`config.mk`:
```
export PLATFORM = sky130hd
export DESIGN_NAME = split_ripple_counter
export DESIGN_NICKNAME = d
export VERILOG_FILES = /design/src/rtl/src_pkg.sv /design/src/rtl/src_fall_det.sv /design/src/rtl/src_toggle_stage.sv /design/src/rtl/src_wrap_counter.sv /design/src/rtl/split_ripple_counter.sv
export SDC_FILE = /design/constraint.sdc
export NUM_CORES = 1
export LEC_CHECK = 0
export BUFFER_PORTS_ARGS = -buffer_cell sky130_fd_sc_hd__buf_2
export CORE_AREA = 2 2 39 41
export CTS_CLUSTER_SIZE = 30
export DETAILED_ROUTE_END_ITERATION = 12
export DIE_AREA = 0 0 41 43
export GPL_TIMING_DRIVEN = 0
export PLACE_DENSITY = 0.49
export SLEW_MARGIN = 40
export SYNTH_ARGS = -nofsm -noshare
export SYNTH_HDL_FRONTEND = slang
export SYNTH_SLANG_ARGS = --single-unit
```
`constraint.sdc`:
```
create_clock -name clk -period 1.1 [get_ports clk]
set_clock_uncertainty 0.05 [all_clocks]
set_input_delay 0.165 -clock clk [delete_from_list [all_inputs] [get_ports clk]]
set_output_delay 0.165 -clock clk [all_outputs]
set_load 0.02 [all_outputs]
```
`src/rtl/src_pkg.sv`:
```
package src_pkg;

    localparam int unsigned SRC_HI_W_DEF = 3;

    typedef enum logic {
        SRC_SPLIT = 1'b0,
        SRC_CHAIN = 1'b1
    } src_mode_e;

    typedef struct packed {
        logic fall_a;
        logic fall_b;
        logic fall_q;
    } src_edges_t;

    typedef struct packed {
        logic lo_stb;
        logic hi_stb;
        logic clear;
    } src_ctrl_t;

    function automatic logic src_clear(input logic x, input logic y);
        return x & y;
    endfunction

    function automatic src_ctrl_t src_decode(input src_mode_e mode,
                                             input src_edges_t e,
                                             input logic clr);
        src_ctrl_t c;
        c.clear  = clr;
        c.lo_stb = e.fall_a & ~clr;
        c.hi_stb = ((mode == SRC_CHAIN) ? e.fall_q : e.fall_b) & ~clr;
        return c;
    endfunction

endpackage

```
`src/rtl/src_fall_det.sv`:
```
module src_fall_det (
    input  logic clk,
    input  logic rst,
    input  logic flush_i,
    input  logic din_i,
    output logic fall_o
);
    logic hist_q;

    always_ff @(posedge clk) begin
        if (rst || flush_i) begin
            hist_q <= 1'b0;
        end else begin
            hist_q <= din_i;
        end
    end

    assign fall_o = hist_q & ~din_i;
endmodule

```
`src/rtl/src_toggle_stage.sv`:
```
module src_toggle_stage (
    input  logic clk,
    input  logic rst,
    input  logic clr_i,
    input  logic stb_i,
    output logic q_o
);
    logic q_q;

    always_ff @(posedge clk) begin
        if (rst || clr_i) begin
            q_q <= 1'b0;
        end else if (stb_i) begin
            q_q <= ~q_q;
        end
    end

    assign q_o = q_q;
endmodule

```
`src/rtl/src_wrap_counter.sv`:
```
module src_wrap_counter #(
    parameter int unsigned W = 3
) (
    input  logic         clk,
    input  logic         rst,
    input  logic         clr_i,
    input  logic         stb_i,
    output logic [W-1:0] q_o
);
    localparam logic [W-1:0] ONE = {{(W-1){1'b0}}, 1'b1};

    logic [W-1:0] q_q;

    always_ff @(posedge clk) begin
        if (rst || clr_i) begin
            q_q <= '0;
        end else if (stb_i) begin
            q_q <= q_q + ONE;
        end
    end

    assign q_o = q_q;
endmodule

```
`src/rtl/split_ripple_counter.sv`:
```
module split_ripple_counter
    import src_pkg::*;
#(
    parameter int unsigned HI_W = SRC_HI_W_DEF
) (
    input  logic            clk,
    input  logic            rst,
    input  logic            cnt_a_i,
    input  logic            cnt_b_i,
    input  logic            clr_x_i,
    input  logic            clr_y_i,
    input  logic            chain_i,
    output logic [HI_W:0]   q_o
);
    localparam int unsigned Q_W  = HI_W + 1;
    localparam int unsigned N_IN = 2;

    logic [N_IN-1:0] ext_in;
    logic [N_IN-1:0] ext_fall;
    logic            clr;
    logic            lo_q;
    logic [HI_W-1:0] hi_q;
    src_edges_t      edges;
    src_ctrl_t       ctrl;
    src_mode_e       mode;

    assign ext_in = {cnt_b_i, cnt_a_i};
    assign clr    = src_clear(clr_x_i, clr_y_i);
    assign mode   = src_mode_e'(chain_i);

    for (genvar g = 0; g < N_IN; g++) begin : g_ext_det
        src_fall_det u_det (
            .clk     (clk),
            .rst     (rst),
            .flush_i (1'b0),
            .din_i   (ext_in[g]),
            .fall_o  (ext_fall[g])
        );
    end

    src_fall_det u_lo_det (
        .clk     (clk),
        .rst     (rst),
        .flush_i (clr),
        .din_i   (lo_q),
        .fall_o  (edges.fall_q)
    );

    assign edges.fall_a = ext_fall[0];
    assign edges.fall_b = ext_fall[1];
    assign ctrl         = src_decode(mode, edges, clr);

    src_toggle_stage u_lo (
        .clk   (clk),
        .rst   (rst),
        .clr_i (ctrl.clear),
        .stb_i (ctrl.lo_stb),
        .q_o   (lo_q)
    );

    src_wrap_counter #(.W(HI_W)) u_hi (
        .clk   (clk),
        .rst   (rst),
        .clr_i (ctrl.clear),
        .stb_i (ctrl.hi_stb),
        .q_o   (hi_q)
    );

    assign q_o = Q_W'({hi_q, lo_q});
endmodule

```
==> Word level (Yosys, flattened, before mapping) <==
Index checks and enable logic that the tools add are counted.
{ "word_totals": {"register_bits": 7, "output_inout_bits": 4, "input_bits": 7} }
{ "op_classes": {"bitwise_logic": 10, "n_reduce_logical": 1, "mux": 1, "addsub": 1} }
{ "ops": {"columns": ["op", "n"], "rows": [
  ["$and 1x1->1", 6],
  ["$not 1->1", 4],
  ["$add 3x1->3 const B", 1],
  ["$logic_or 1x1->1", 1],
  ["$mux 1", 1]
]} }

==> Longest topological paths before layout <==
Gate-level depths: netlist of run 1.
{ "depth": {"word_depth": 4, "ltp_mapped": 3} }

==> Modules after synthesis <==
A second synthesis of run 1 with hierarchy kept.
{ "unflattened": {"cells_unflattened": 29, "hier_area_um2": 336.6} }
{ "by_module_without_submodules": {"columns": ["mod", "n_inst", "area_each_um2", "cells_each"], "rows": [
  ["src_wrap_counter", 1, 131.4, 11],
  ["src_fall_det", 3, 41.3, 3],
  ["split_ripple_counter", 1, 42.5, 6],
  ["src_toggle_stage", 1, 38.8, 3]
]} }

==> Least setup slack after synthesis of run 1 <==
Ideal clock, no wire load.
{ "synth_timing": {"kind": "register to register", "from": "register u_lo.q_q, in the netlist u_lo.q_o", "to": "register u_hi.q_q[0], in the netlist u_hi.q_o[0]", "setup_ps": 115, "t_required_ps": 935, "t_arrival_ps": 1034, "path_buffers": 0, "slack_ps": -99, "path_stages_with_launch": 4, "path_cell_list": "dfxtp_1 and3b_4 or3_1 and3_1"} }
{ "synth_between": {"elab_chain_len": 4} }
{ "synth_rtl": {"columns": ["element", "line_no", "text"], "rows": [
  ["start: declaration", "src_toggle_stage.sv:8", "logic q_q;"],
  ["start signal: assignment", "src_toggle_stage.sv:14", "q_q <= ~q_q;"],
  ["$not 1->1", "src_fall_det.sv:18", "assign fall_o = hist_q & ~din_i;"],
  ["$and 1x1->1", "src_fall_det.sv:18", null],
  ["$mux 1", "src_pkg.sv:32", "c.hi_stb = ((mode == SRC_CHAIN) ? e.fall_q : e.fall_b) & ~clr;"],
  ["$and 1x1->1", "src_pkg.sv:32", null],
  ["end signal: assignment", "src_wrap_counter.sv:18", "q_q <= q_q + ONE;"],
  ["end: declaration", "src_wrap_counter.sv:12", "logic [W-1:0] q_q;"]
]} }
Every way passes these cells.
A chain may end at the register's enable or synchronous reset.

==> Worst setup path in the final report of run 1 <==
Ends and elaborated chain as after synthesis.

==> flow_summary.yaml, run 1 <==
critical_path:
  required_ns: 1.20
  cp-end-kind: "register"
  crit_fanout: 5
  cpPeakStageDelay_ns: 0.34
  worstPathArrival_ns: 1.26
  start_kind: "register"
  critPathTopFamily: "simple AND/OR/NAND/NOR gates"
  cp_num_buf_inv: 0
  crit_path_cell_trace: "and3b_4, or3_1, and3_1"
  worst_path_max_delay_cell: "dfxtp_2"
  crit_type: "register to register"
synthesis:
  syn_inst: 28
  synth_cell_types: 18
  ys_seq_elements: 7
  synth_compound_area_frac: 0.1026
  synthSimpleGateAreaFrac: 0.2863
  seq_area_frac_synth: 0.4786
  synth_mux_area_frac: 0.03419
  synth_nets: 36
  synth_adder_area_share: 0.04274
  synth_area_um2: 292.8
  synth_top_family_by_area: "simple AND/OR/NAND/NOR gates"
  syn_avg_cell_area_um2: 10.46
  synth_xor_area_frac: 0.02991
  yosys_warnings: 0
placed_design:
  dp_slack_ns: -0.08874
  place_congestion: 0.6321
  port_buffers: 10
  place_area_um2: 364.1
detailed_routing:
  dr.pass1.iters: 2
  via_count: 241
  drt-total-wl_um: 517
  drt-vias-per-instance: 4.085
  drc_errors: 0
  detail_route.wl_per_cell_um: 8.763
  postRouteAntennaNets: 0
  initialDrtViolationCount: 2
clocking:
  cts_sinks: 7
  cts_tree: "built"
  numCtsBuffers: 3
  cts_root_buf: "clkbuf_4"
  clk_latency_ns: 0.25
  htreeDepth: 1
  cts_max_path_buffers: 2
  cts_hold_buf: 0
  path_clk_slew_ns: 0.05
global_routing:
  track_usage: 0.08744
  first_global_vias: 222
  grt_pass1_wl_um: 897
  grt_max_degree: 8
  antenna_found_initial: 0
  grt_overflow: 0
cells_and_area:
  drive_gt1_frac: 0.4419
  multi_input_comb_area_um2: 145.1
  register_area_um2: 141.4
  area_growth_syn_to_layout_pct: 38.03
  fin_area_um2: 404.1
  nNetsFinal: 52
  diodes: 0
  fill_cells: 147
timing:
  fin_crit_ns: 1.163
  max_freq_mhz: 859.8
  finalCritPeriodShare: 1.057
  layout_setup_ws_ns: -0.06313
  slew_headroom: 0.6973
  setup_viol: 1
  hold_violations: 0
  rsz0062_at_grt: "true"
  worst_pin_slew_ns: 0.4541
  whs_ns: 0.04889
  finalMaxSlewViolations: 0
power_and_ir_drop:
  peakVddDrop_v: 0.0005782
  cellLeakagePower_nw: 0.1925
  power_density_mw_per_mm2: 1360
  total_power_w: 0.0005498
floorplanning:
  core_area_mm2: 0.001384
  placementRows: 14
  pin_count: 11
  dieHeight_um: 43
  die-width_um: 41
  die_area_mm2: 0.001763
  initial_utilization: 0.2116
min_path:
  hp-class: "input pin to register"
outcome:
  status: "complete, but fails checks"
  violations: "negative setup slack"
job:
  max-cap-violations: 0
## timing repair
item,CTS,global route
endpoints found under the setup margin,1,3
gates resized for setup,0,2
setup buffers,1,0
pin swaps,1,0
## cell type report
cell class | instances | share of cell area
buffer | 1 | 0.01858
clock buffer | 4 | 0.06502
multi-input combinational | 20 | 0.3591
sequential | 7 | 0.3498
tap | 16 | 0.04954
timing repair buffer | 11 | 0.1579
## logic make-up after synthesis
group                      after synthesis
adders and majority gates                1
and+or+nand+nor                         12
buffers and inverters                    1
AOI/OAI and AO/OA                        5
xor gates and xnor gates                 1
muxes                                    1
DFF                                      7
## final timing paths
kind                       startpoint                                   end  slack [ns]  depth (start not counted)
min reg2reg  u_hi.q_o[2]$_SDFFE_PP0P_              u_hi.q_o[2]$_SDFFE_PP0P_        0.43                          2
min                               rst  g_ext_det[1].u_det.hist_q$_SDFF_PP0_        0.05                          2
max reg2reg     u_lo.q_o$_SDFFE_PP0P_              u_hi.q_o[0]$_SDFFE_PP0P_       -0.06                          3
max             u_lo.q_o$_SDFFE_PP0P_              u_hi.q_o[0]$_SDFFE_PP0P_       -0.06                          3
## per-layer routing
metal,GRT usage,share of wire,vias up,wire length [µm]
met4,0.06000,0.015,0,8
met2,0.09375,0.36,14,184
met3,0.09424,0.15,2,79
met1,0.09677,0.47,100,244
met5,0,0,-,0
li1,-,-,125,-
## sequential cells by signal, indices dropped and copies added (netlist names)
register and count:
u_lo_det.hist_q 1, g_ext_det.u_det.hist_q 2, u_lo.q_o 1, u_hi.q_o 3
## stage by stage
stage                     utilization  cells   TNS, ns
after floorplan                     -     28  -0.04633
after global placement         0.2631     54  -0.09227
after detailed placement       0.2631     54  -0.09830
after CTS                      0.2875     59  -0.06627
after global routing           0.2920     59   -0.1727
final                          0.2920     59  -0.06313
## cell usage in the layout, fill, tap and decap left out, types with 2 or more instances in the layout
cell type,n
buf_2,9
dfxtp_1,6
clkbuf_4,3
nand2_1,2
o21ai_0,2
nand2b_1,2
nor2b_1,2
buf_4,2
## synth_stat cells
| cell type | number | area, µm² |
|---|---|---|
| a21oi_1 | 1 | 5.000 |
| and2_1 | 1 | 6.260 |
| and2_2 | 1 | 7.510 |
| and3_1 | 1 | 6.260 |
| and3b_4 | 1 | 12.51 |
| buf_4 | 1 | 7.510 |
| dfxtp_1 | 7 | 140.1 |
| ha_1 | 1 | 12.51 |
| mux2i_1 | 1 | 10.01 |
| nand2_1 | 2 | 7.510 |
| nand2b_1 | 2 | 12.51 |
| nor2b_1 | 2 | 12.51 |
| nor3b_2 | 1 | 12.51 |
| o211ai_1 | 1 | 7.510 |
| o21ai_0 | 2 | 10.01 |
| o31ai_1 | 1 | 7.510 |
| or3_1 | 1 | 6.260 |
| xnor2_1 | 1 | 8.760 |
## power breakdown
part | total, W | leakage (nW) | switching (W) | internal [W]
Combinational | 0.0000461 | 0.120 | 0.0000202 | 0.0000258
Clock | 0.000239 | 0.0150 | 0.000100 | 0.000139
Sequential | 0.000265 | 0.0576 | 0.00000335 | 0.000262
Power figures use the tool's default switching activity.
==> run 2, diff against run 1 <==
Settings changed: ABC_AREA set to 1, CTS_CLUSTER_DIAMETER set to 200, PLACE_DENSITY 0.49 to 0.5.
==> run 2 against run 1 <==
The flow now finishes without violations. Register-to-register slack better by 0.20 ns. Final area up 0.31%. Via count up 16%. Cell count grew 15%. Synthesized cell count increased by 36%. Setup slack better by 0.11 ns. Sequential power barely moved. Largest cell class is now registers. Highest routed layer unchanged.
==> flow_summary.yaml, run 2 <==
clocking:
  cts_root_buf: "clkbuf_4"
  numCtsBuffers: 3
  cts_setup_buffers: 0
  cts_hold_buf: 0
  path_clk_slew_ns: 0.05
  cts_max_path_buffers: 2
  cts_tree: "built"
  cts_sinks: 7
  htreeDepth: 1
  clk_latency_ns: 0.26
floorplanning:
  pin_count: 11
  dieHeight_um: 43
  die_area_mm2: 0.001763
  die-width_um: 41
  placementRows: 14
  initial_utilization: 0.2224
  core_area_mm2: 0.001384
global_routing:
  grt_max_degree: 6
  first_global_vias: 257
  grt_overflow: 0
  grt_pass1_wl_um: 1021
  antenna_found_initial: 0
  track_usage: 0.09054
critical_path:
  crit_cells: 2
  worst_path_max_delay_cell: "dfxtp_2"
  cpPeakStageDelay_ns: 0.32
  worstPathArrival_ns: 0.83
  rr_worst_depth: 6
  crit_type: "register to output pin"
  start_kind: "register"
  crit_path_cell_trace: "buf_4, buf_2"
  crit_fanout: 2
  cp-end-kind: "output pin"
  critPathTopFamily: "flip-flops"
  cp_num_buf_inv: 2
  required_ns: 0.88
timing:
  fin_crit_ns: 1.050
  finalCritPeriodShare: 0.9543
  rsz0062_at_grt: "false"
  worst_pin_slew_ns: 0.1822
  max_freq_mhz: 952.6
  slew_headroom: 0.8785
  setup_viol: 0
  finalMaxSlewViolations: 0
  fin_setup_tns_ns: 0
  hold_violations: 0
cells_and_area:
  final_common_cell: "buf_2"
  layout.cells.non_filler: 68
  diodes: 0
  fill_cells: 154
  nNetsFinal: 61
  area_growth_syn_to_layout_pct: 31.71
  register_area_um2: 141.4
  drive_gt1_frac: 0.4038
  largest_register_ffs: 3
  mostFrequentLayoutCells: "buf_2, nand2_1, dfxtp_1"
  multi_input_comb_area_um2: 137.6
detailed_routing:
  postRouteAntennaNets: 0
  initialDrtViolationCount: 14
  drc_errors: 0
  dr.pass1.iters: 4
  drt-vias-per-instance: 4.118
  via_count: 280
  drt-total-wl_um: 584
  detail_route.wl_per_cell_um: 8.588
outcome:
  status: "complete, no violations"
synthesis:
  syn_inst: 38
  yosys.area.top_type: "dfxtp_1"
  yosysMostFrequentCell: "dfxtp_1"
  yosys_warnings: 0
  ys_seq_elements: 7
  synth_edf_count: 0
  seq_area_frac_synth: 0.4553
  synth_area_um2: 307.8
  synth_nets: 46
  yosysTopAreaCellShare: 0.4553
  synth_area_leaders: "dfxtp_1, nand2_1, nand3_2"
  async_flop_share: 0
  synth_common_cells: "dfxtp_1, nand2_1, inv_1, nor2_1, o21ai_0"
  synth_cell_types: 15
  syn_avg_cell_area_um2: 8.100
  synth_ff_type: "dfxtp_1"
min_path:
  hp-class: "input pin to register"
  hold_depth: 3
power_and_ir_drop:
  power_density_mw_per_mm2: 1382
  cellLeakagePower_nw: 0.2017
  peakVddDrop_v: 0.0004233
placed_design:
  place_inst: 64
  port_buffers: 10
  place_congestion: 0.6701
  dp_hpwl_um: 438.3
job:
  max-cap-violations: 0
## run 2: kinds of logic (layout without fill, tap and decap cells)
logic type | after synthesis | count (layout) | synth area share
compound gates | 7 | 7 | 0.1463
fa+ha+maj | 1 | 1 | 0.04064
simple gates | 16 | 16 | 0.2602
flops | 7 | 7 | 0.4553
buf+inv | 7 | 21 | 0.09756
## run 2: final cells by class
type                    instances  share of cell area
plain buffers                   1             0.01852
clock buffers                   4             0.06481
inverters                       6             0.05556
well taps                      16             0.04938
flip-flops and latches          7              0.3488
repair buffers                 10              0.1235
multi-input cells              24              0.3395
## run 2: per-stage QoR
step | power, W | worst slack [ns] | utilization | hold WS [ns] | area, µm²
after floorplan | 0.0003001 | 0.05696 | - | 0.1874 | 307.8
after global placement | 0.0003225 | 0.1637 | 0.2731 | 0.3297 | 377.9
after detailed placement | 0.0003233 | 0.1472 | 0.2731 | 0.3358 | 377.9
after CTS | 0.0005624 | 0.03770 | 0.2920 | 0.07327 | 404.1
after global routing | 0.0005933 | 0.01470 | 0.2929 | 0.07803 | 405.4
final | 0.0005601 | 0.05025 | 0.2929 | 0.06835 | 405.4
## run 2: per-layer routing
metal / track usage / wire length (µm)
met4: 0.08000 / 19
met3: 0.04712 / 48
met1: 0.1359 / 280
met5: 0 / 0
met2: 0.08438 / 236
## run 2: worst reg2reg max path, stage by stage (launching register included)
cell,delay [ns]
dfxtp_1,0.33
ha_1,0.21
nand2_1,0.07
inv_1,0.04
nand2_1,0.05
nand2_1,0.06
a21oi_2,0.09
## run 2: worst paths after layout
check | from | endpoint | slack [ns]
hold / removal | cnt_a_i | g_ext_det[0].u_det.hist_q$_SDFF_PP0_ | 0.07
setup / recovery | u_lo.q_o$_SDFFE_PP0P_ | q_o[0] | 0.05
hold reg to reg | g_ext_det[0].u_det.hist_q$_SDFF_PP0_ | u_lo.q_o$_SDFFE_PP0P_ | 0.41
setup reg to reg | u_hi.q_o[0]$_SDFFE_PP0P_ | u_hi.q_o[2]$_SDFFE_PP0P_ | 0.14
## run 2: repair_timing
action / 4_1_cts / 5_1_grt
endpoints found under the hold margin: 0 / 0
endpoints found under the setup margin: 0 / 1
resized for setup: 0 / 1
## run 2: where the power goes
| group | internal (W) | total (W) | leakage (nW) | switching (W) |
|---|---|---|---|---|
| sequential | 0.000263 | 0.000267 | 0.0576 | 0.00000433 |
| combinational | 0.0000213 | 0.0000508 | 0.129 | 0.0000295 |
| clock | 0.000139 | 0.000242 | 0.0150 | 0.000103 |
==> run 3, diff against run 2 <==
--- a/config.mk
+++ b/config.mk
@@ -15,4 +15,5 @@
 export GPL_TIMING_DRIVEN = 0
 export PLACE_DENSITY = 0.5
+export REMOVE_ABC_BUFFERS = 1
 export SLEW_MARGIN = 40
 export SYNTH_ARGS = -nofsm -noshare
==> constraint.sdc (replaced) <==
create_clock -name clk -period 1.1 [get_ports clk]
set_clock_uncertainty 0.05 [all_clocks]
set_input_delay 0.11 -clock clk [delete_from_list [all_inputs] [get_ports clk]]
set_output_delay 0.11 -clock clk [all_outputs]
set_load 0.02 [all_outputs]
==> run 3 against run 2 <==
Clock power is 5% lower. Setup slack gained 0.083 ns. Fmax grew 8.6%. Sequential cell count unchanged. First-iteration DRC count down 79%. Largest cell class unchanged. Highest routed layer is now met3.
==> flow_summary.yaml, run 3 (same netlist as run 2, synthesis figures left out) <==
timing:
  whs_ns: 0.02786
  worst_pin_slew_ns: 0.1869
  finalCritPeriodShare: 0.8790
  slew_headroom: 0.8754
  hold_violations: 0
  fin_setup_tns_ns: 0
  setup_viol: 0
  fin_crit_ns: 0.9669
  max_freq_mhz: 1034
  finalMaxSlewViolations: 0
  rsz0062_at_grt: "false"
critical_path:
  required_ns: 0.94
  cpPeakStageDelay_ns: 0.37
  cp-end-kind: "output pin"
  crit_fanout: 4
  reg2reg_slack_ns: 0.15
  worst_path_max_delay_cell: "dfxtp_1"
  timing.rr.start: "u_hi.q_o[0]$_SDFFE_PP0P_"
  rr_worst_depth: 6
  cp_num_buf_inv: 1
  crit_type: "register to output pin"
  crit_cells: 1
  crit_path_cell_trace: "buf_2"
  critPathTopFamily: "flip-flops"
  worstPathArrival_ns: 0.81
  r2r_end: "u_hi.q_o[2]$_SDFFE_PP0P_"
  start_kind: "register"
power_and_ir_drop:
  peakVddDrop_v: 0.0006680
  cellLeakagePower_nw: 0.1959
  power_density_mw_per_mm2: 1377
global_routing:
  first_global_vias: 265
  grt_pass1_wl_um: 1021
  grt_overflow: 0
  grt_max_degree: 6
  antenna_found_initial: 0
  track_usage: 0.08770
min_path:
  hold_depth: 3
  min_to: "g_ext_det[0].u_det.hist_q$_SDFF_PP0_"
  hp-start: "cnt_a_i"
  hp-class: "input pin to register"
floorplanning:
  core_area_mm2: 0.001384
  placementRows: 14
  die-width_um: 41
  dieHeight_um: 43
  initial_utilization: 0.2224
  pin_count: 11
  die_area_mm2: 0.001763
clocking:
  cts_max_path_buffers: 2
  htreeDepth: 1
  cts_tree: "built"
  numCtsBuffers: 3
  cts_sinks: 7
  cts_root_buf: "clkbuf_4"
  cts_setup_buffers: 0
  cts_hold_buf: 0
  clk_latency_ns: 0.25
  post_cts_resized: 0
  path_clk_slew_ns: 0.05
detailed_routing:
  drc_errors: 0
  dr.pass1.iters: 2
  drt-vias-per-instance: 4.060
  detail_route.wl_per_cell_um: 8.209
  initialDrtViolationCount: 3
  via_count: 272
  drt-total-wl_um: 550
  postRouteAntennaNets: 0
cells_and_area:
  mostFrequentLayoutCells: "buf_2, dfxtp_1, nand2_1"
  final_common_cell: "buf_2"
  nNetsFinal: 60
  area_growth_syn_to_layout_pct: 28.86
  largest_register_ffs: 3
  diodes: 0
  drive_gt1_frac: 0.3725
placed_design:
  place_congestion: 0.6677
  port_buffers: 10
job:
  max-cap-violations: 0
outcome:
  status: "complete, no violations"
[run 3: worst register-to-register path, cell delays in order, from the launching register on]
cell,delay (ns)
dfxtp_1,0.33
ha_1,0.21
nand2_1,0.06
inv_1,0.03
nand2_1,0.05
nand2_1,0.05
a21oi_2,0.09
[run 3: metrics by stage]
stage                     instance area (µm²)  setup WS, ns   power, W  std cells    util
after floorplan                         300.3       0.05695  0.0002981         37       -
after global placement                  370.4        0.1620  0.0003206         63  0.2676
after detailed placement                370.4        0.1423  0.0003214         63  0.2676
after CTS                               396.6        0.1140  0.0005584         67  0.2866
after global routing                    396.6       0.03074  0.0005813         67  0.2866
final                                   396.6        0.1331  0.0005463         67  0.2866
[run 3: worst max path at each step]
stage | start | to | slack [ns]
6_report | u_hi.q_o[0]$_SDFFE_PP0P_ | q_o[1] | 0.13
5_1_grt | u_lo.q_o$_SDFFE_PP0P_ | u_hi.q_o[1]$_SDFFE_PP0P_ | 0.03
4_1_cts | u_hi.q_o[0]$_SDFFE_PP0P_ | q_o[1] | 0.11
3_5_place_dp | u_hi.q_o[0]$_SDFFE_PP0P_ | u_hi.q_o[2]$_SDFFE_PP0P_ | 0.14
3_3_place_gp | u_hi.q_o[0]$_SDFFE_PP0P_ | u_hi.q_o[2]$_SDFFE_PP0P_ | 0.16
2_1_floorplan | u_hi.q_o[0]$_SDFFE_PP0P_ | u_hi.q_o[2]$_SDFFE_PP0P_ | 0.06
[run 3: report_power, final]
group | total [W] | internal (W) | leakage (nW) | switching, W
combinational | 0.0000488 | 0.0000197 | 0.124 | 0.0000291
clock | 0.000231 | 0.000138 | 0.0150 | 0.0000924
sequential | 0.000267 | 0.000262 | 0.0572 | 0.00000437
total | 0.000546 | 0.000420 | 0.196 | 0.000126
[run 3: area by class of cell]
| type | count | area, µm² |
|---|---|---|
| multi-input cells | 24 | 137.6 |
| well taps | 16 | 20.02 |
| clock buffers | 4 | 26.28 |
| inverters | 6 | 22.52 |
| repair buffers | 10 | 50.05 |
| flip-flops and latches | 7 | 140.1 |
| fillers | 161 | 987.2 |
[run 3: metal layers]
metal	vias up	global-route usage	wire length, µm
li1	147	-	-
met3	0	0.06283	50
met2	11	0.1188	235
met4	0	0.02000	0
met1	114	0.1107	265
met5	-	0	0
